## config.mk

```make
export PLATFORM = sky130hd
export DESIGN_NAME = line_oh_err_monitor
export DESIGN_NICKNAME = d
export VERILOG_FILES = /design/src/rtl/loh_mon_pkg.sv /design/src/rtl/vec_popcount.sv /design/src/rtl/err_tally.sv /design/src/rtl/defect_window.sv /design/src/rtl/line_oh_err_monitor.sv
export SDC_FILE = /design/constraint.sdc
export NUM_CORES = 1
export LEC_CHECK = 0
export ABC_AREA = 1
export CAP_MARGIN = 20
export CORE_AREA = 10 10 188 190
export CTS_BUF_LIST = sky130_fd_sc_hd__clkbuf_16
export CTS_CLUSTER_DIAMETER = 120
export DETAILED_ROUTE_END_ITERATION = 12
export DIE_AREA = 0 0 198 200
export DONT_BUFFER_PORTS = 1
export GPL_TIMING_DRIVEN = 0
export PLACE_DENSITY_LB_ADDON = 0.2
export SYNTH_ARGS = -nofsm -noshare
export SYNTH_HDL_FRONTEND = slang
export SYNTH_HIERARCHICAL = 1
export SYNTH_SLANG_ARGS = --single-unit
```

## constraint.sdc

```tcl
create_clock -name clk -period 8.2 [get_ports clk]
set_input_delay 1.64 -clock clk [delete_from_list [all_inputs] [get_ports clk]]
set_output_delay 1.64 -clock clk [all_outputs]
set_load 0.01 [all_outputs]
```

## src/rtl/loh_mon_pkg.sv

```systemverilog
package loh_mon_pkg;

   typedef enum logic [1:0] {
      SEL_REI  = 2'd0,
      SEL_B2   = 2'd1,
      SEL_B1   = 2'd2,
      SEL_NONE = 2'd3
   } cnt_sel_e;

   typedef enum logic {
      TALLY_VALUE,
      TALLY_POP
   } tally_kind_e;

   localparam int CTL_B1_MODE   = 0;
   localparam int CTL_B2_MODE   = 1;
   localparam int CTL_REI_MODE  = 2;
   localparam int CTL_DESCR_OFF = 4;
   localparam int CTL_SD_EN     = 5;
   localparam int CTL_SF_EN     = 6;
   localparam logic [7:0] CTL_RW_MASK = 8'h77;

endpackage

```

## src/rtl/vec_popcount.sv

```systemverilog
module vec_popcount #(
   parameter int IN_W  = 8,
   localparam int OUT_W = $clog2(IN_W + 1)
) (
   input  logic [IN_W-1:0]  vec,
   output logic [OUT_W-1:0] ones
);
   if (IN_W < 1) begin : g_bad_width
      $error("vec_popcount: IN_W must be at least 1");
   end

   always_comb begin
      ones = '0;
      for (int i = 0; i < IN_W; i++) begin
         ones = ones + OUT_W'(vec[i]);
      end
   end
endmodule

```

## src/rtl/err_tally.sv

```systemverilog
module err_tally
   import loh_mon_pkg::*;
#(
   parameter int          IN_W  = 8,
   parameter int          CNT_W = 16,
   parameter tally_kind_e KIND  = TALLY_POP
) (
   input  logic              clk,
   input  logic              rst_n,
   input  logic              frm_stb,
   input  logic              frame_mode,
   input  logic [IN_W-1:0]   err_vec,
   input  logic              rdclr,
   output logic [CNT_W-1:0]  cnt
);
   localparam int MAG_W = (KIND == TALLY_VALUE) ? IN_W : $clog2(IN_W + 1);

   if (MAG_W >= CNT_W) begin : g_bad_width
      $error("err_tally: per-frame magnitude must be narrower than the counter");
   end

   logic [CNT_W-1:0] mag;

   if (KIND == TALLY_VALUE) begin : g_value
      assign mag = CNT_W'(err_vec);
   end else begin : g_pop
      logic [MAG_W-1:0] ones;
      vec_popcount #(.IN_W(IN_W)) u_pop (
         .vec  (err_vec),
         .ones (ones)
      );
      assign mag = CNT_W'(ones);
   end

   logic [CNT_W-1:0] inc;
   logic [CNT_W:0]   sum;
   logic [CNT_W-1:0] sat;

   always_comb begin
      if (!frm_stb)        inc = '0;
      else if (frame_mode) inc = CNT_W'(|err_vec);
      else                 inc = mag;
      sum = {1'b0, cnt} + {1'b0, inc};
      sat = sum[CNT_W] ? '1 : sum[CNT_W-1:0];
   end

   always_ff @(posedge clk) begin
      if (!rst_n)     cnt <= '0;
      else if (rdclr) cnt <= inc;
      else            cnt <= sat;
   end
endmodule

```

## src/rtl/defect_window.sv

```systemverilog
module defect_window #(
   parameter int WIN_W = 12,
   parameter int ACC_W = 16,
   parameter int EB_W  = 5
) (
   input  logic             clk,
   input  logic             rst_n,
   input  logic             restart,
   input  logic             frm_stb,
   input  logic [EB_W-1:0]  err_bits,
   input  logic             enable,
   input  logic [WIN_W-1:0] win_len,
   input  logic [ACC_W-1:0] set_thr,
   input  logic [ACC_W-1:0] clr_thr,
   output logic             defect
);
   if (EB_W >= ACC_W) begin : g_bad_width
      $error("defect_window: accumulator must be wider than per-frame bits");
   end

   logic [WIN_W-1:0] fcnt;
   logic [ACC_W-1:0] acc;
   logic [ACC_W:0]   sum;
   logic [ACC_W-1:0] total;
   logic             last;

   always_comb begin
      last  = ({1'b0, fcnt} + 1'b1) >= {1'b0, win_len};
      sum   = {1'b0, acc} + (ACC_W + 1)'(err_bits);
      total = sum[ACC_W] ? '1 : sum[ACC_W-1:0];
   end

   always_ff @(posedge clk) begin
      if (!rst_n) begin
         fcnt   <= '0;
         acc    <= '0;
         defect <= 1'b0;
      end else if (restart) begin
         fcnt <= '0;
         acc  <= '0;
      end else if (frm_stb) begin
         if (last) begin
            fcnt <= '0;
            acc  <= '0;
            if (enable) begin
               if (!defect && total >= set_thr)     defect <= 1'b1;
               else if (defect && total < clr_thr)  defect <= 1'b0;
            end
         end else begin
            fcnt <= fcnt + 1'b1;
            acc  <= total;
         end
      end
   end
endmodule

```

## src/rtl/line_oh_err_monitor.sv

```systemverilog
module line_oh_err_monitor
   import loh_mon_pkg::*;
#(
   parameter int CNT_W = 16,
   parameter int B2_W  = 24,
   parameter int WIN_W = 12,
   parameter int THR_W = 16
) (
   input  logic             clk,
   input  logic             rst_n,
   input  logic             frm_stb,
   input  logic [7:0]       rei_byte,
   input  logic [7:0]       b1_mis,
   input  logic [B2_W-1:0]  b2_mis,
   input  logic             ctl_wr,
   input  logic [7:0]       ctl_wdata,
   output logic [7:0]       ctl_rdata,
   input  logic [WIN_W-1:0] win_frames,
   input  logic [THR_W-1:0] sf_set_thr,
   input  logic [THR_W-1:0] sf_clr_thr,
   input  logic [THR_W-1:0] sd_set_thr,
   input  logic [THR_W-1:0] sd_clr_thr,
   input  logic [1:0]       cnt_sel,
   input  logic             cnt_rdclr,
   output logic [CNT_W-1:0] cnt_rdata,
   output logic             sf_defect,
   output logic             sd_defect,
   output logic             descr_bypass
);
   localparam int B2_POP_W = $clog2(B2_W + 1);

   if (B2_W != 8 && B2_W != 24) begin : g_bad_b2
      $error("line_oh_err_monitor: B2_W must be 8 (STS-1) or 24 (STS-3)");
   end
   if (CNT_W < 8) begin : g_bad_cnt
      $error("line_oh_err_monitor: CNT_W must be at least 8");
   end

   // control byte
   logic [7:0] ctl_q;
   always_ff @(posedge clk) begin
      if (!rst_n)      ctl_q <= '0;
      else if (ctl_wr) ctl_q <= ctl_wdata & CTL_RW_MASK;
   end
   assign ctl_rdata    = ctl_q;
   assign descr_bypass = ctl_q[CTL_DESCR_OFF];

   logic unused_rei_hi;
   assign unused_rei_hi = ^rei_byte[7:4];

   // per-counter clear strobes
   logic clr_rei, clr_b2, clr_b1;
   assign clr_rei = cnt_rdclr && (cnt_sel == SEL_REI);
   assign clr_b2  = cnt_rdclr && (cnt_sel == SEL_B2);
   assign clr_b1  = cnt_rdclr && (cnt_sel == SEL_B1);

   logic [CNT_W-1:0] rei_cnt, b2_cnt, b1_cnt;

   err_tally #(.IN_W(4), .CNT_W(CNT_W), .KIND(TALLY_VALUE)) u_rei (
      .clk        (clk),
      .rst_n      (rst_n),
      .frm_stb    (frm_stb),
      .frame_mode (ctl_q[CTL_REI_MODE]),
      .err_vec    (rei_byte[3:0]),
      .rdclr      (clr_rei),
      .cnt        (rei_cnt)
   );

   err_tally #(.IN_W(B2_W), .CNT_W(CNT_W), .KIND(TALLY_POP)) u_b2 (
      .clk        (clk),
      .rst_n      (rst_n),
      .frm_stb    (frm_stb),
      .frame_mode (ctl_q[CTL_B2_MODE]),
      .err_vec    (b2_mis),
      .rdclr      (clr_b2),
      .cnt        (b2_cnt)
   );

   err_tally #(.IN_W(8), .CNT_W(CNT_W), .KIND(TALLY_POP)) u_b1 (
      .clk        (clk),
      .rst_n      (rst_n),
      .frm_stb    (frm_stb),
      .frame_mode (ctl_q[CTL_B1_MODE]),
      .err_vec    (b1_mis),
      .rdclr      (clr_b1),
      .cnt        (b1_cnt)
   );

   // read port
   always_ff @(posedge clk) begin
      if (!rst_n) begin
         cnt_rdata <= '0;
      end else if (cnt_rdclr) begin
         unique case (cnt_sel)
            SEL_REI: cnt_rdata <= rei_cnt;
            SEL_B2:  cnt_rdata <= b2_cnt;
            SEL_B1:  cnt_rdata <= b1_cnt;
            default: cnt_rdata <= '0;
         endcase
      end
   end

   // defect monitors share one B2 bit count
   logic [B2_POP_W-1:0] b2_ones;
   vec_popcount #(.IN_W(B2_W)) u_b2_pop (
      .vec  (b2_mis),
      .ones (b2_ones)
   );

   for (genvar g = 0; g < 2; g++) begin : g_mon
      localparam bit IS_SF = (g == 0);
      logic             en;
      logic [THR_W-1:0] set_t, clr_t;
      logic             dout;
      assign en    = IS_SF ? ctl_q[CTL_SF_EN] : ctl_q[CTL_SD_EN];
      assign set_t = IS_SF ? sf_set_thr : sd_set_thr;
      assign clr_t = IS_SF ? sf_clr_thr : sd_clr_thr;
      defect_window #(.WIN_W(WIN_W), .ACC_W(THR_W), .EB_W(B2_POP_W)) u_win (
         .clk      (clk),
         .rst_n    (rst_n),
         .restart  (ctl_wr),
         .frm_stb  (frm_stb),
         .err_bits (b2_ones),
         .enable   (en),
         .win_len  (win_frames),
         .set_thr  (set_t),
         .clr_thr  (clr_t),
         .defect   (dout)
      );
   end
   assign sf_defect = g_mon[0].dout;
   assign sd_defect = g_mon[1].dout;
endmodule

```

-- Yosys cells after proc, flatten, opt, wreduce, memory -nomap -nowiden
Cells that the tools add are included.
- bitwise operators: 2
- reduce and logical (&&, ||, !) cells: 18
- order comparisons: 6
- add/sub/neg operators: 39
- mux-type cells: 23
- equal/unequal tests: 2
- operators by type and width (cell ; number):
    $mux W16 ; 13
    $add A5 B1 Y5 ; 22
    $add A16 B16 Y17 ; 3
    $pmux W16 S3 ; 1
    $add A16 B5 Y17 ; 2
    $ge A16 B16 Y1 ; 2
    $lt A16 B16 Y1 ; 2
    $add A12 B1 Y13 const B ; 2
    $ge A13 B12 Y1 ; 2
    $add A12 B1 Y12 const B ; 2
    $mux W12 ; 2
    $reduce_or A24 Y1 ; 1
    $add A4 B1 Y4 ; 4
    $reduce_and A5 Y1 ; 2
    $mux W4 ; 2
    $reduce_or A8 Y1 ; 1
    $logic_and A1 B1 Y1 ; 7
    $mux W5 ; 1
    $add A1 B1 Y2 ; 2
    $add A3 B1 Y4 ; 1
    $mux W1 ; 4
    $reduce_bool A2 Y1 ; 2
    $reduce_or A4 Y1 ; 1
    $add A2 B1 Y3 ; 1
    6 further kinds ; 8
- output and inout bits: 27
- input bits: 131
- word-level logic and storage cells: 101
- register bits: 128

-- Logic depth before layout (Yosys ltp)
- depth in word-level cells: 29
- mapped depth: 37
- depth with buffers taken out: 37

-- Hierarchy
The synthesis kept the hierarchy.
- modules (own cells, without submodules) (module ; times used ; area an instance (µm²) ; sequential area each (µm²) ; cells each):
    defect_window (g_mon[0].u_win) ; 1 ; 3088.0 ; 580.6 ; 448
    defect_window (g_mon[1].u_win) ; 1 ; 2959.1 ; 580.6 ; 453
    vec_popcount (u_b2.g_pop.u_pop ...) ; 2 ; 694.4 ; 0.0 ; 84
    err_tally (u_b2) ; 1 ; 1306.3 ; 320.3 ; 218
    line_oh_err_monitor ; 1 ; 1246.2 ; 440.4 ; 176
    err_tally (u_b1) ; 1 ; 1114.8 ; 320.3 ; 171
    err_tally (u_rei) ; 1 ; 1112.3 ; 320.3 ; 164
    vec_popcount (u_b1.g_pop.u_pop) ; 1 ; 201.4 ; 0.0 ; 29

-- Worst setup path before layout
No wires, ideal clock.
- kind: input to register
- start point: input port b2_mis[0]
- end point: register g_mon[1].u_win.defect
- path buffers: 1
- arrival time: 7.808 ns
- stages: 31
- slack: 0.322 ns
- setup time: 0.070 ns
- data required time: 8.130 ns
- path through: fa_1 -> ha_1 -> inv_1 -> fa_1 -> inv_1 -> fa_1 -> fa_1 -> inv_1 -> fa_1 -> fa_1 -> fa_1 -> inv_1 -> fa_1 -> nand2_1 -> nand2_1 -> nand3_1 -> nand2_1 -> nand2_1 -> clkbuf_1 -> nand3b_1 -> ha_1 -> nand2_1 -> inv_1 -> nand3_1 -> nor3_1 -> nand3_1 -> nand3_1 -> nand3_1 -> nand2_1 -> nand2_1 -> a21oi_1
- longest elaborated chain between the ends: 29
- elaborated cells on any way between the ends: 32
- classes of those cells: 24 x add/sub; 2 x order compare; 2 x mux; 4 x reduce/logical
- ends and longest elaborated chain (element ; RTL line ; RTL):
    from (decl) ; line_oh_err_monitor.sv:14 ; input logic [B2_W-1:0] b2_mis,
    $add A1 B1 Y2 * ; vec_popcount.sv:15 ; ones = ones + OUT_W'(vec[i]);
    $add A5 B1 Y5 * (22 in series) ; vec_popcount.sv:15 ;
    named net b2_ones[1] ; line_oh_err_monitor.sv:104 ; logic [B2_POP_W-1:0] b2_ones;
    $add A16 B5 Y17 * ; defect_window.sv:29 ; sum = {1'b0, acc} + (ACC_W + 1)'(err_bits);
    $mux W16 * ; defect_window.sv:30 ; total = sum[ACC_W] ? '1 : sum[ACC_W-1:0];
    $lt A16 B16 Y1 or $ge A16 B16 Y1 (tied branches) ; defect_window.sv:47, defect_window.sv:46 ;
    $logic_and A1 B1 Y1, on equally long branches ; defect_window.sv:47, defect_window.sv:46 ;
    $reduce_bool A2 Y1 (no source line) ; -- ;
    $reduce_and A5 Y1 (no source line) ; -- ;
    to (signal assigned) ; defect_window.sv:37 ; defect <= 1'b0;
    to (signal assigned) ; defect_window.sv:46 ; if (!defect && total >= set_thr) defect <= 1'b1;
    to (signal assigned) ; defect_window.sv:47 ; else if (defect && total < clr_thr) defect <= 1'b0;
    to (decl) ; defect_window.sv:15 ; output logic defect
The timed path passes the listed nets; every way through them passes the cells marked *.
A chain may end at the register's enable or synchronous reset.

-- Worst setup path after layout
- start point: input port b2_mis[0]
- end point: register g_mon[0].u_win.defect
- longest elaborated chain between the ends: 29
- elaborated cells on any way between the ends: 32
- classes of those cells: 24 x add/sub; 2 x order compare; 2 x mux; 4 x reduce/logical
- ends and longest elaborated chain (element ; RTL line):
    $add A1 B1 Y2 * ; vec_popcount.sv:15
    $add A5 B1 Y5 * (22 in series) ; vec_popcount.sv:15
    named net b2_ones[1] ; line_oh_err_monitor.sv:104
    $add A16 B5 Y17 * ; defect_window.sv:29
    $mux W16 * ; defect_window.sv:30
    $lt A16 B16 Y1 or $ge A16 B16 Y1 (tied branches) ; defect_window.sv:47, defect_window.sv:46
    $logic_and A1 B1 Y1, on equally long branches ; defect_window.sv:47, defect_window.sv:46
    $reduce_bool A2 Y1 (no source line) ; --
    $reduce_and A5 Y1 (no source line) ; --
    to (signal assigned) ; defect_window.sv:37
    to (signal assigned) ; defect_window.sv:46
    to (signal assigned) ; defect_window.sv:47
    to (decl) ; defect_window.sv:15
Marks and branches as above.

==> metrics.md <==
| Metric | Value |
|---|---|
| FP Rows | `65` |
| Die area | `39600 µm²` |
| GR peak layer | `met2` |
| Syn Std Cell Area | `roughly 12000 µm²` |
| Initial antenna violation count | `0` |
| Syn Inst Count | `1827` |
| Remaining DRCs | `0` |
| Max-slew headroom | `48.45%` |
| Count leader, synth | `nand2_1` |
| Seq/Total Area, Yosys | `20.64%` |
| Crit path largest cell delay | `0.60 ns` |
| Core ar. | `31390 µm²` |
| Layout cells sized above 1 | `12.23%` |
| Area Overhead vs Synth | `11.47%` |
| Vias in the first global route | `11.08k` |
| I/O Buffers | `0` |
| Setup crit start kind | `primary input` |
| Worst setup EP type | `flop` |
| Total Nets Final | `between 2k and 2.5k` |
| Top cell type's share of synthesized area | `20.64%` |
| Top_reg_cell synth | `dfxtp_1` |
| Fin util | `44.09%` |
| Max Cap Violations | `0` |
| Global Route met1 Usage | `21.61%` |
| WL final | `~33 mm` |
| First-pass GRT wire length | `54.07 mm` |
| Gr usage total | `between 10% and 20%` |
| First DRT Iteration DRCs | `502` |
| Die H | `~200 µm` |
| Pin count of the biggest net entering global routing | `28` |
| Max Slew Vio Count | `0` |
| Ys Warns | `6` |
| Die W | `198 µm` |
| R2R Setup Slk | `5.10 ns` |
| Least-Margin Pin Slew | `0.7674 ns` |
| GRT met2 Usage | `roughly 28%` |
| Io pins | `between 150 and 200` |
| Clock slew at reported path FFs | `0.07 ns` |
| WS Path Type | `primary input to flop` |
| TritonCTS clock tree | `yes` |
| Area leader, netlist | `dfxtp_1` |
| Routed Antenna Nets | `0` |
| Post-synthesis cell type count | `56` |
| Hold Slack | `0.4743 ns` |
| Final Cycle Share | `95.72%` |
| Ys async rst share | `0%` |
| Final hold vios | `0` |
| Hpwl dp | `26.94 mm` |
| Required time worst endpoint | `between 8 and 9 ns` |
| Post-synth EDFFs | `0` |
| Post-synth top cells | `417 x nand2_1, 344 x inv_1, 171 x nand3_1, 134 x ha_1, 128 x dfxtp_1` |
| Max rail drop VDD | `~0.00020 V` |
| Family with the most delay on the worst path | `adder cells` |
| Flops & latches, synth | `128` |
| CTS H-tree lvls | `4` |
| Diode count | `0` |
| GRT overflow | `0` |
| Slowest library cell on the worst path | `fa_2` |
| Worst Path Arrival | `8.15 ns` |
| # setup viols final | `0` |
| Root Buffer Master | `clkbuf_16` |
| Synth top area cells | `dfxtp_1 21%, ha_1 14%, nand2_1 13%` |
| Routability cong. | `0.8689` |
| Status | `complete, no violations` |
| Minimum clock period | `7.849 ns` |
| Initial Util | `39.55%` |
| Hold_buf cts | `0` |
| CTS Buf Count | `17` |
| Clock Latency Late Sink | `0.42 ns` |
| Clock tree sinks | `roughly 130` |
| Setup Skew | `0.01571 ns` |
| Clock Path Buffers | `2` |
| Mean area per synthesized cell | `6.796 µm²` |
| DR vias/cell | `4.967` |
| Pre-Repair DR Iteration Count | `5` |
| Critical path peak fanout | `6` |
| Class of the worst hold path | `flop to flop` |
| Max Clk Rate | `127.4 MHz` |
| Power Dens Cells | `296.0 nW/µm²` |
| Via Count | `11.30k` |
| Routed wire per std cell | `14.46 µm` |
| Worst path bufs/invs | `5` |
| P_leak | `6.940 nW` |
| GRT met3 Usage | `3.969%` |
[per-stage QoR]
step           total power, mW  std cells  TNS [ns]  cell area (µm²)  worst slack, ns
4_1_cts                  3.988       2262  -0.05949            13590         -0.05949
5_1_grt                  4.561       2275  -0.04467            13840         -0.03393
6_report                 4.097       2275         0            13840           0.3511
3_3_place_gp             3.044       2230    -1.481            12920          -0.8218
2_1_floorplan            2.538       1828         0            12420           0.3225
3_5_place_dp             3.099       2230    -1.512            12920          -0.8610
[power by group]
group | internal [mW] | switching [mW]
Clock | 0.539 | 0.302
Sequential | 0.666 | 0.0395
Combinational | 1.00 | 1.55
Total | 2.21 | 1.89
[worst min-delay path: stages (launching register included)]
cell	delay, ns
dfxtp_1	0.31
nand2_1	0.06
a21oi_1	0.06
[cell families after synthesis]
kind of cell               Yosys count  synth area share (%)
and+or+nand+nor                    865                 32.47
DFF                                128                 20.64
other                                1               0.03020
adders and majority gates          177                 20.44
xor gates and xnor gates            35                 2.469
buffers and inverters              390                 12.99
AOI/OAI and AO/OA                  231                 10.97
[cell usage in the layout (no fill, tap or decap), types with 10 or more instances in the layout]
cell type / instances
nand2_1: 409
inv_1: 343
nand3_1: 165
ha_1: 132
dfxtp_1: 128
nor2_1: 116
a21oi_1: 107
o21ai_0: 49
fa_1: 39
nand2_2: 38
a21oi_2: 35
xor2_1: 24
nand4_1: 22
nand3b_1: 21
nor3_1: 18
buf_4: 18
clkbuf_16: 17
nand3_2: 16
nor2_2: 15
inv_2: 10
xnor2_1: 10
clkbuf_1: 10
a31oi_1: 10
[what timing repair did]
action | in CTS | in global routing
endpoints found under the setup margin | 2 | 2
pin swaps | 0 | 15
setup buffers | 0 | 13
gates resized for setup | 6 | 46
[final timing paths]
| path | start | end | depth (start not counted) |
|---|---|---|---|
| hold reg to reg | g_mon[1].u_win/acc[2] | g_mon[1].u_win/acc[2] | 2 |
| hold / removal | g_mon[1].u_win/acc[2] | g_mon[1].u_win/acc[2] | 2 |
| setup / recovery | b2_mis[0] | g_mon[0].u_win/defect | 30 |
| setup reg to reg | g_mon[0].u_win/acc[0] | g_mon[0].u_win/defect | 19 |
[final cells by class]
class	instances	area, µm²
sequential	128	2562
tap	402	503.0
fill	3302	17550
clock buffer	17	425.4
timing repair buffer	13	97.59
clock inverter	15	216.5
inverter	357	1354
multi-input combinational	1310	8402
buffer	33	280.3
[sequential cells by signal, summed over array words and instances, names as in the netlist]
name and count:
g_mon.u_win/acc 32, cnt_rdata 16, u_b1/cnt 16, u_b2/cnt 16, g_mon.u_win/fcnt 24, u_rei/cnt 16
g_mon.u_win/defect 2, ctl_rdata 6
[metal layers]
layer | part of all wire, % | up-vias
li1 | - | 5897
met2 | 46 | 228
met1 | 48 | 5159
met5 | 0 | -
met4 | 0.85 | 0
met3 | 5.7 | 15
Power figures use the tool's default switching activity.
